<file path="config.mk">
export PLATFORM = sky130hd
export DESIGN_NAME = irqf_top
export DESIGN_NICKNAME = d
export VERILOG_FILES = /design/src/rtl/irqf_pkg.sv /design/src/rtl/irqf_edge_detect.sv /design/src/rtl/irqf_regif.sv /design/src/rtl/irqf_flag_cell.sv /design/src/rtl/irqf_top.sv
export SDC_FILE = /design/constraint.sdc
export NUM_CORES = 1
export LEC_CHECK = 0
export ABC_AREA = 0
export BUFFER_PORTS_ARGS = -buffer_cell sky130_fd_sc_hd__buf_2
export CORE_MARGIN = 8
export CORE_UTILIZATION = 39
export DETAILED_ROUTE_END_ITERATION = 8
export PLACE_DENSITY_LB_ADDON = 0.08
export RECOVER_POWER = 100
export SLEW_MARGIN = 0
export SYNTH_ARGS = -nofsm -noshare
export SYNTH_HDL_FRONTEND = slang
export SYNTH_HIERARCHICAL = 1
export SYNTH_SLANG_ARGS = --single-unit
</file>
<file path="constraint.sdc">
create_clock -name clk -period 1.2 [get_ports clk]
set_input_delay 0.12 -clock clk [delete_from_list [all_inputs] [get_ports clk]]
set_output_delay 0.12 -clock clk [all_outputs]
set_load 0.1 [all_outputs]
</file>
<file path="src/rtl/irqf_pkg.sv">
// Package: shared types for the external interrupt request flag unit.
// Assumes two sense bits per line, with encoding fixed by the requirements.
package irqf_pkg;

    typedef enum logic [1:0] {
        SENSE_LOW  = 2'b00,
        SENSE_FALL = 2'b01,
        SENSE_RISE = 2'b10,
        SENSE_BOTH = 2'b11
    } sense_e;

    // True when the mode reacts to transitions rather than to a level.
    function automatic logic is_edge_mode(input sense_e m);
        return (m != SENSE_LOW);
    endfunction

endpackage

</file>
<file path="src/rtl/irqf_edge_detect.sv">
// Module: per-line condition detector.
// Compares each pin with its previous-cycle sample and applies the line's
// selected sense mode. Assumes pins are already synchronous to clk.
// No edge is reported until one sample has been taken after reset.
module irqf_edge_detect
    import irqf_pkg::*;
#(
    parameter int NUM_LINES = 12
) (
    input  logic                     clk,
    input  logic                     rst_n,
    input  logic [NUM_LINES-1:0]     pin_i,
    input  logic [2*NUM_LINES-1:0]   sense_i,
    output logic [NUM_LINES-1:0]     set_o,
    output logic [NUM_LINES-1:0]     edge_mode_o
);

    logic [NUM_LINES-1:0] pin_q;
    logic                 primed;

    // Keep last-cycle pin sample and mark when it becomes valid.
    always_ff @(posedge clk) begin
        if (!rst_n) begin
            pin_q  <= '0;
            primed <= 1'b0;
        end else begin
            pin_q  <= pin_i;
            primed <= 1'b1;
        end
    end

    for (genvar g = 0; g < NUM_LINES; g++) begin : g_line
        sense_e mode;
        logic   rise;
        logic   fall;

        assign mode = sense_e'(sense_i[2*g +: 2]);
        assign rise = primed & ~pin_q[g] &  pin_i[g];
        assign fall = primed &  pin_q[g] & ~pin_i[g];
        assign edge_mode_o[g] = is_edge_mode(mode);

        // Select the set condition for this line from its mode.
        always_comb begin
            unique case (mode)
                SENSE_LOW:  set_o[g] = ~pin_i[g];
                SENSE_FALL: set_o[g] = fall;
                SENSE_RISE: set_o[g] = rise;
                SENSE_BOTH: set_o[g] = rise | fall;
                default:    set_o[g] = 1'b0;
            endcase
        end
    end

endmodule

</file>
<file path="src/rtl/irqf_regif.sv">
// Module: status register access decode.
// Forms the 16-bit read value, with reserved bits returning 0. Turns a write
// into per-line "clear requested" strobes; ones in the data are ignored.
// Assumes read and write strobes last one cycle each.
module irqf_regif #(
    parameter int NUM_LINES = 12,
    parameter int REG_W     = 16
) (
    input  logic [NUM_LINES-1:0] flags_i,
    input  logic                 wr_en_i,
    input  logic [REG_W-1:0]     wr_data_i,
    output logic [REG_W-1:0]     rd_data_o,
    output logic [NUM_LINES-1:0] wr_zero_o
);

    localparam int RSV_W = REG_W - NUM_LINES;

    logic unused_rsv;

    // Reserved write bits are accepted and discarded.
    assign unused_rsv = ^wr_data_i[REG_W-1:NUM_LINES];

    // Read value: flags in the low bits, reserved field forced to 0.
    assign rd_data_o = {{RSV_W{1'b0}}, flags_i};

    // A clear is requested only where the written bit is 0.
    assign wr_zero_o = {NUM_LINES{wr_en_i}} & ~wr_data_i[NUM_LINES-1:0];

endmodule

</file>
<file path="src/rtl/irqf_flag_cell.sv">
// Module: one request flag with its read-before-clear latch.
// Set has priority over every clear source so that no request is lost.
// The seen latch is reloaded on every read. A write clear uses the latch
// value from before that cycle's read.
module irqf_flag_cell (
    input  logic clk,
    input  logic rst_n,
    input  logic set_i,
    input  logic edge_mode_i,
    input  logic pin_i,
    input  logic exc_ack_i,
    input  logic dtc_ack_i,
    input  logic dtc_keep_i,
    input  logic rd_i,
    input  logic wr_zero_i,
    output logic flag_o
);

    logic seen_q;
    logic sw_clr;
    logic exc_clr;
    logic dtc_clr;

    assign sw_clr  = wr_zero_i & seen_q;
    assign exc_clr = exc_ack_i & (edge_mode_i | pin_i);
    assign dtc_clr = dtc_ack_i & ~dtc_keep_i;

    // Flag register: set wins, otherwise any qualified clear.
    always_ff @(posedge clk) begin
        if (!rst_n) begin
            flag_o <= 1'b0;
        end else if (set_i) begin
            flag_o <= 1'b1;
        end else if (sw_clr | exc_clr | dtc_clr) begin
            flag_o <= 1'b0;
        end
    end

    // Seen-set latch: loaded by reads, emptied by a clearing write.
    always_ff @(posedge clk) begin
        if (!rst_n) begin
            seen_q <= 1'b0;
        end else if (rd_i) begin
            seen_q <= flag_o;
        end else if (sw_clr) begin
            seen_q <= 1'b0;
        end
    end

endmodule

</file>
<file path="src/rtl/irqf_top.sv">
// Module: external interrupt request flag unit, top level.
// Combines the per-line condition detectors, the register decode and one
// flag cell per line. The flags drive both the read data and pending_o.
// Assumes synchronous pins and single-cycle strobes and acknowledges.
module irqf_top #(
    parameter int NUM_LINES = 12,
    parameter int REG_W     = 16
) (
    input  logic                   clk,
    input  logic                   rst_n,
    input  logic [NUM_LINES-1:0]   pin_i,
    input  logic [2*NUM_LINES-1:0] sense_i,
    input  logic                   rd_en_i,
    input  logic                   wr_en_i,
    input  logic [REG_W-1:0]       wr_data_i,
    output logic [REG_W-1:0]       rd_data_o,
    input  logic [NUM_LINES-1:0]   exc_ack_i,
    input  logic [NUM_LINES-1:0]   dtc_ack_i,
    input  logic [NUM_LINES-1:0]   dtc_keep_i,
    output logic [NUM_LINES-1:0]   pending_o
);

    logic [NUM_LINES-1:0] set_req;
    logic [NUM_LINES-1:0] edge_mode;
    logic [NUM_LINES-1:0] wr_zero;
    logic [NUM_LINES-1:0] flags;

    irqf_edge_detect #(.NUM_LINES(NUM_LINES)) u_detect (
        .clk         (clk),
        .rst_n       (rst_n),
        .pin_i       (pin_i),
        .sense_i     (sense_i),
        .set_o       (set_req),
        .edge_mode_o (edge_mode)
    );

    irqf_regif #(.NUM_LINES(NUM_LINES), .REG_W(REG_W)) u_regif (
        .flags_i   (flags),
        .wr_en_i   (wr_en_i),
        .wr_data_i (wr_data_i),
        .rd_data_o (rd_data_o),
        .wr_zero_o (wr_zero)
    );

    for (genvar g = 0; g < NUM_LINES; g++) begin : g_cell
        irqf_flag_cell u_cell (
            .clk         (clk),
            .rst_n       (rst_n),
            .set_i       (set_req[g]),
            .edge_mode_i (edge_mode[g]),
            .pin_i       (pin_i[g]),
            .exc_ack_i   (exc_ack_i[g]),
            .dtc_ack_i   (dtc_ack_i[g]),
            .dtc_keep_i  (dtc_keep_i[g]),
            .rd_i        (rd_en_i),
            .wr_zero_i   (wr_zero[g]),
            .flag_o      (flags[g])
        );
    end

    assign pending_o = flags;

endmodule

</file>
==> results.yml, run 1 <==
route:
  drt-total-wl_um: 5910
  avgViaCountPerCell: 5.00
  drt-wirelength-per-cell_um: 14.2
  drt_first_pass_iters: 4
  ant_nets: 0
  drcViolationCount: 0
  drt_iter0_drc: 65
  vias: 2074
clock_network:
  h-tree-depth: 2
  hold_buffers: 0
  clock_latency_ns: 0.28
  numCtsBuffers: 5
  clock_sinks: 37
  clockBufferDepth: 2
  clockRootBuffer: "clkbuf_8"
  clk_pin_slew_worst_paths_ns: 0.07
  cts_tree: "yes"
yosys:
  netlist_instances: 238
  yosys.cell_count.top_type: "dfxtp_1"
  syn_area_per_cell_um2: 9.53
  ys.warnings.count: 6
  async_flop_share_pct: 0
  synth_seq_area_share_pct: 32.7
  synthTopCellsByArea: "dfxtp_1 (33%), nand4b_1 (9.3%), o41ai_2 (8.6%)"
  synth_top_family_by_area: "simple AND/OR/NAND/NOR gates"
  synth_compound_area_share_pct: 20.5
  ys_types: 16
  synth-main-ff-cell: "dfxtp_1"
  synthSimpleGateAreaFrac_pct: 39.7
  synth_top_area_share_pct: 32.7
  synth-edff-count: 0
  synth-seq-cells: 37
  synth_fa_ha_area_share_pct: 0
  syn_area_mm2: 0.00227
  synthTopCellsByCount: "dfxtp_1 (37), nand2_1 (36), and2_1 (24), nand4b_1 (24), buf_4 (16)"
  synth_mux_area_share_pct: 0
  synth_top_area_cell: "dfxtp_1"
  yosys.area_share.xor_xnor_pct: 0
worst_setup_path:
  timing.critical_path.buf_inv: 1
  timing.rr.start: "u_detect/primed"
  critPathKind: "reg -> out"
  cpPeakStageDelay_ns: 0.45
  crit_path_max_fanout: 4
  r2r-end: "g_cell[7].u_cell/flag_o"
  worstSetupEndpointType: "primary output"
  reg2reg_slack_ns: 0.15
  path_cells: "buf_6"
  cp-start-kind: "flop"
  cp_slowest_cell: "dfxtp_1"
  cp_top_family: "flip-flops"
  required_ns: 1.08
  rr_worst_depth: 5
  critPathArrivalTime_ns: 0.99
layout:
  final_nets: 435
  postLayoutCellArea_mm2: 0.00309
  drive_gt1_share_pct: 43.1
  area_delta_synth_final_pct: 36.3
  num_antenna_cells: 0
pwr:
  power_switching_uw: 1170
  ir_worst_vdd_mv: 0.541
  combPwrFrac_pct: 33.5
  p_per_area_mw_per_mm2: 1080
  switching_share_pct: 35.0
  p_seq_share_pct: 40.8
  power.static_leakage_uw: 0.00129
  p_int_uw: 2160
  clockPowerShare_pct: 25.7
floorplanning:
  fp.dieH_um: 92.3
  start_util_pct: 40.7
  core_area_mm2: 0.00557
  die_area_mm2: 0.00851
  rows: 27
  die_width_um: 92.3
  io_pins: 120
placement:
  postPlaceCellArea_mm2: 0.00317
  place.gp.congestion: 0.706
  port_buffers: 111
  dp_hpwl_um: 4700
timing:
  skew_ns: 0.00477
  post-route-period-util_pct: 92.9
  fin_tns_setup_ns: 0
  rsz0062_at_grt: "no"
  slew_viol_final: 0
  setup_viol: 0
  period_minus_slack_ns: 1.11
  max_freq_mhz: 897
  finalHoldViolCount: 0
hold_path:
  hold_path_end: "u_detect/pin_q[4]"
  whs_path_depth: 2
  hold_class: "in -> reg"
  hp-start: "pin_i[4]"
global_routing:
  antenna_found_initial: 0
  overflow: 0
  grt_first_pass_wirelength_um: 10100
  grt_max_degree: 50
  track_usage_pct: 14.2
  grt_pass1_vias: 2210
job:
  cap_violations: 0
outcome:
  status: "completed"
==> registers in the layout, summed over array words and instances (netlist names) <==
register	cells
g_cell.u_cell/flag_o	12
g_cell.u_cell/seen_q	12
u_detect/pin_q	12
u_detect/primed	1
==> placed cells by master (no fill, tap or decap), drive strengths merged <==
master,n
a21boi,12
nand4b,24
nand2,36
or3b,12
buf,110
or2,12
o41ai,12
dfxtp,37
nor2b,24
clkbuf,12
conb,4
and2,24
o211ai,12
o21a,12
==> power by group through the flow <==
stage,Clock (µW),Sequential (µW),Combinational [µW]
floorplan,0,1570,567
global route,967,1370,1180
CTS,897,1370,1200
detailed placement,0,1400,1190
finish,856,1360,1120
global placement,0,1400,1180
==> logic make-up after synthesis <==
logic type	count (synthesis)
other	1
buffers and inverters	20
AOI/OAI and AO/OA	48
DFF	37
and+or+nand+nor	132
==> worst max-delay path by stage <==
stage,slack [ns],start,depth (start not counted),to
2_1_floorplan,0.03,g_cell[0].u_cell/flag_o,2,g_cell[0].u_cell/flag_o
3_3_place_gp,0.13,wr_en_i,4,g_cell[7].u_cell/flag_o
3_5_place_dp,0.1,wr_en_i,4,g_cell[7].u_cell/flag_o
4_1_cts,0.11,g_cell[9].u_cell/flag_o,1,pending_o[9]
5_1_grt,0.02,u_detect/primed,5,g_cell[2].u_cell/flag_o
6_report,0.09,g_cell[3].u_cell/flag_o,1,rd_data_o[3]
==> metrics by stage <==
stage,setup slack (ns),cells,hold WS (ns),utilization [%],total power (µW)
final,0.0857,415,0.0922,55.5,3330
after detailed placement,0.0965,408,0.383,56.9,2600
after global routing,0.0216,415,0.0828,55.5,3510
after global placement,0.129,408,0.376,56.9,2580
after CTS,0.110,415,0.0788,58.5,3470
after floorplan,0.0302,241,0.148,-,2140
==> layer usage <==
layer | vias up | part of all wire [%] | GRT usage [%]
met5 | - | 0 | 0
met1 | 946 | 46 | 16.2
li1 | 1059 | - | -
met3 | 5 | 5.9 | 5.13
met4 | 0 | 0.86 | 4.03
met2 | 64 | 47 | 24.4
==> final cells by class <==
class,instances,area [µm²]
fill,544,2480
clock buffer,7,86.3
timing repair buffer,115,838
tap,72,90.1
sequential,37,742
multi-input combinational,184,1340
==> timing repair <==
action | in CTS | in global routing
setup endpoints to repair | 1 | 0
buffers inserted | 0 | 0
gates resized for setup | 1 | 0
(Power assumes the default switching activity.)
==> inputs of run 2 (changes only) <==
CELL_PAD_IN_SITES_DETAIL_PLACEMENT = 0   (was unset)
CELL_PAD_IN_SITES_GLOBAL_PLACEMENT = 2   (was unset)
CORE_UTILIZATION = 25   (was 39)
==> run 2 against run 1 <==
- routed wire length grew 9.7%
- combinational power is 4% higher
- sequential cell count is the same
- final area is 5.6% higher
- register-to-register slack improved by 0.06 ns
- critical path depth unchanged
- cell count grew 8.9%
- sequential power is essentially flat
- critical path type unchanged
- critical endpoint is now rd_data_o[11]
==> results.yml, run 2 (synthesized netlist as in run 1, its figures left out) <==
clock_network:
  clk_pin_slew_worst_paths_ns: 0.08
  h-tree-depth: 2
  clock_latency_ns: 0.29
  clockBufferDepth: 2
  hold_buffers: 0
  clock_sinks: 37
  clockRootBuffer: "clkbuf_8"
  cts_tree: "yes"
  postCtsSetupBuffers: 0
  numCtsBuffers: 5
  cts_resized: 0
timing:
  whs_ns: 0.0840
  worst_slack_ns: 0.100
  fin_tns_setup_ns: 0
  rsz0062_at_grt: "no"
  period_minus_slack_ns: 1.10
  finalHoldViolCount: 0
  max_freq_mhz: 909
  skew_ns: 0.00884
  setup_viol: 0
  slew_viol_final: 0
  post-route-period-util_pct: 91.7
worst_setup_path:
  cp_slowest_cell: "dfxtp_1"
  path_cells: "buf_12"
  worstSetupEndpointType: "primary output"
  timing.critical_path.buf_inv: 1
  reg2reg_slack_ns: 0.21
  startpoint: "g_cell[11].u_cell/flag_o"
  cp-start-kind: "flop"
  required_ns: 1.08
  timing.rr.start: "u_detect/primed"
  crit_path_max_fanout: 4
  critPathKind: "reg -> out"
  r2r-end: "g_cell[8].u_cell/flag_o"
  cp_top_family: "flip-flops"
  critPathArrivalTime_ns: 0.98
  cpPeakStageDelay_ns: 0.47
  rr_worst_depth: 5
floorplanning:
  start_util_pct: 25.9
  io_pins: 120
  die_width_um: 111
  core_area_mm2: 0.00876
  fp.dieH_um: 111
  rows: 34
  die_area_mm2: 0.0124
placement:
  dp_hpwl_um: 5090
  place.gp.congestion: 0.676
  pre_cts_slack_ns: 0.0788
  port_buffers: 111
route:
  avgViaCountPerCell: 4.53
  drcViolationCount: 0
  drt-total-wl_um: 6480
  drt_iter0_drc: 49
  ant_nets: 0
  drt_first_pass_iters: 4
  drt-wirelength-per-cell_um: 14.3
  vias: 2047
job:
  cap_violations: 0
layout:
  area_delta_synth_final_pct: 44.0
  num_antenna_cells: 0
  final_nets: 435
  final_cell_mix: "buf_2 (86), nand2_1 (36), dfxtp_1 (28), buf_12 (24), nand4b_1 (24)"
  final_common_cell: "buf_2"
  drive_gt1_share_pct: 45.1
  top_regs: "g_cell.u_cell/flag_o (12), g_cell.u_cell/seen_q (12), u_detect/pin_q (12)"
  fillers: 926
global_routing:
  grt_pass1_vias: 2110
  grt_first_pass_wirelength_um: 10300
  grt_max_degree: 26
  track_usage_pct: 9.98
  antenna_found_initial: 0
  overflow: 0
hold_path:
  hp-start: "pin_i[9]"
  hold_path_end: "u_detect/pin_q[9]"
  whs_path_depth: 2
  hold_class: "in -> reg"
outcome:
  status: "completed"
pwr:
  power.static_leakage_uw: 0.00133
  p_per_area_mw_per_mm2: 1120
  ir_worst_vdd_mv: 0.573
run 2: changes by cell type in the layout (fill, tap and decap cells not counted), moves of 3 or more:
| cell | delta |
|---|---|
| o41ai_1 | +3 |
| buf_12 | +11 |
| dfxtp_1 | -8 |
| dfxtp_2 | +8 |
| o41ai_2 | -3 |
| buf_6 | -9 |
run 2: area by class of cell:
class	instances	area (µm²)	share of cell area, %
Clock buffer	7	86.3	2.64
Tap cell	108	135	4.14
Timing Repair Buffer	115	948	29.0
Sequential cell	37	752	23.0
Multi-Input combinational cell	184	1310	40.2
Clock inverter	1	30.0	0.920
run 2: layer usage:
metal | vias to the layer above | track usage, % | wire, µm
li1 | 1050 | - | -
met1 | 931 | 11.6 | 3010
met2 | 60 | 16.6 | 3000
met3 | 6 | 3.68 | 407
met4 | 0 | 2.93 | 72
met5 | - | 0 | 0
run 2: worst max-delay path by stage:
stage	to	cells past startpoint
after global placement	g_cell[9].u_cell/flag_o	4
after CTS	rd_data_o[6]	1
after detailed placement	g_cell[8].u_cell/flag_o	4
after floorplan	g_cell[0].u_cell/flag_o	2
final	rd_data_o[11]	1
after global routing	pending_o[10]	1
run 2: per-stage QoR:
step | utilization (%) | total power [µW] | cells | area, µm²
global placement | 37.0 | 2610 | 444 | 3240
global route | 37.3 | 3860 | 452 | 3270
floorplan | - | 2140 | 241 | 2290
finish | 37.3 | 3670 | 452 | 3270
detailed placement | 37.0 | 2620 | 444 | 3240
CTS | 38.3 | 3790 | 452 | 3360
run 2: power by group:
part	switching, µW	internal (µW)	leakage, µW	total (µW)
clock network	457	678	0.0000585	1140
registers	73.0	1300	0.000308	1370
logic	702	464	0.000963	1170
total	1230	2440	0.00133	3670
==> inputs of run 3 (changes only) <==
CORE_UTILIZATION = 27   (was 25)
clock period = 1.4 ns   (was 1.2 ns; I/O delays follow)
==> run 3 against run 2 <==
- final area shrank 12%
- register-to-register slack gained 0.03 ns
- worst setup slack gained 0.017 ns
- first-iteration DRC count grew 35%
- clock-buffer cell count is the same
- die area shrank 6.4%
- critical endpoint is now rd_data_o[6]
==> results.yml, run 3 (synthesized netlist as in run 1, its figures left out) <==
worst_setup_path:
  cp-start-kind: "flop"
  critPathKind: "reg -> out"
  r2r-end: "g_cell[6].u_cell/flag_o"
  rr_worst_depth: 5
  timing.critical_path.buf_inv: 1
  critPathArrivalTime_ns: 1.14
  timing.rr.start: "u_detect/primed"
  crit_path_max_fanout: 4
  reg2reg_slack_ns: 0.24
  path_cells: "clkbuf_2"
  cpPeakStageDelay_ns: 0.47
  cp_slowest_cell: "clkbuf_2"
  required_ns: 1.26
  worstSetupEndpointType: "primary output"
  cp_top_family: "buffers and inverters"
global_routing:
  overflow: 0
  grt_max_degree: 50
  grt_pass1_vias: 2161
  grt_first_pass_wirelength_um: 10100
  antenna_found_initial: 0
  track_usage_pct: 10.7
hold_path:
  hold_class: "in -> reg"
  hp-start: "pin_i[11]"
  whs_path_depth: 2
  hold_path_end: "u_detect/pin_q[11]"
clock_network:
  clk_pin_slew_worst_paths_ns: 0.08
  clock_latency_ns: 0.28
  cts_tree: "yes"
  clock_sinks: 37
  clockRootBuffer: "clkbuf_8"
  clockBufferDepth: 2
  numCtsBuffers: 5
  h-tree-depth: 2
  postCtsSetupBuffers: 0
  hold_buffers: 0
  cts_resized: 0
route:
  drt_iter0_drc: 66
  drt-total-wl_um: 6320
  drt-wirelength-per-cell_um: 14.1
  avgViaCountPerCell: 4.62
  ant_nets: 0
  drcViolationCount: 0
  drt_first_pass_iters: 4
  vias: 2064
floorplanning:
  io_pins: 120
  fp.dieH_um: 108
  die_area_mm2: 0.0116
  die_width_um: 108
  start_util_pct: 27.7
  rows: 33
  core_area_mm2: 0.00818
layout:
  final_nets: 434
  top_regs: "g_cell.u_cell/flag_o (12), g_cell.u_cell/seen_q (12), u_detect/pin_q (12)"
  fillers: 881
  drive_gt1_share_pct: 45.3
  final_common_cell: "buf_2"
  final_cell_mix: "buf_2 (86), nand2_1 (36), dfxtp_1 (25), clkbuf_2 (25), nand4b_1 (24)"
  area_delta_synth_final_pct: 26.4
  num_antenna_cells: 0
timing:
  setup_viol: 0
  fin_tns_setup_ns: 0
  finalHoldViolCount: 0
  period_minus_slack_ns: 1.28
  max_freq_mhz: 780
  maxSlewHeadroom_pct: 63.8
  skew_ns: 0.00642
  whs_ns: 0.108
  slew_viol_final: 0
  worst_slack_ns: 0.117
  rsz0062_at_grt: "no"
  post-route-period-util_pct: 91.6
  worst_slew_pin_slew_ns: 0.545
placement:
  pre_cts_slack_ns: 0.262
  place.gp.congestion: 0.695
  port_buffers: 111
  dp_hpwl_um: 4870
job:
  cap_violations: 0
pwr:
  ir_worst_vdd_mv: 0.337
  power.static_leakage_uw: 0.00121
  p_per_area_mw_per_mm2: 966
outcome:
  status: "completed"
## run 3: cell count changes in the layout (fill, tap and decap cells not counted), moves of 2 or more
cell / change
buf_12: -23
buf_4: -2
clkbuf_2: +25
dfxtp_1: -3
dfxtp_2: +3
## run 3: worst max path at each step
stage	from	to	slack [ns]	cells past startpoint
5_1_grt	g_cell[6].u_cell/flag_o	pending_o[6]	0.08	1
2_1_floorplan	g_cell[0].u_cell/flag_o	rd_data_o[0]	0.22	1
6_report	g_cell[6].u_cell/flag_o	rd_data_o[6]	0.12	1
3_3_place_gp	wr_en_i	g_cell[11].u_cell/flag_o	0.26	4
4_1_cts	g_cell[6].u_cell/flag_o	rd_data_o[6]	0.14	1
3_5_place_dp	wr_en_i	g_cell[9].u_cell/seen_q	0.26	4
## run 3: layout make-up
| cell class | instances | area, µm² | area share, % |
|---|---|---|---|
| multi-input combinational | 184 | 1310 | 45.6 |
| sequential | 37 | 756 | 26.4 |
| tap | 105 | 131 | 4.58 |
| clock buffer | 7 | 86.3 | 3.01 |
| timing repair buffer | 114 | 587 | 20.5 |
## run 3: through the flow
step           power, µW  util, %  instance area (µm²)  std cells
5_1_grt             2920     35.1                 2870        447
3_5_place_dp        2060     35.0                 2860        440
6_report            2770     35.1                 2870        447
2_1_floorplan       1830        -                 2290        241
3_3_place_gp        2060     35.0                 2860        440
4_1_cts             2850     36.0                 2950        447
## run 3: layer usage
metal  routed length [µm]  track usage, %  part of all wire (%)  vias to the layer above
met1                 2910            13.2                    46                      945
met3                  451            3.35                   7.1                        2
met4                   34            3.17                  0.54                        0
met2                 2920            17.6                    46                       65
met5                    0               0                     0                        -
li1                     -               -                     -                     1052
## run 3: worst reg2reg max path, delay by kind of cell, from the launching register on
family          cells  cell delay, ns
simple gates        2            0.23
flops               1            0.33
buf+inv             1            0.33
compound gates      2            0.18
## run 3: report_power, final
part	internal [µW]	total (µW)	switching (µW)
Sequential	1110	1150	38.3
Combinational	250	850	601
Clock	391	768	376
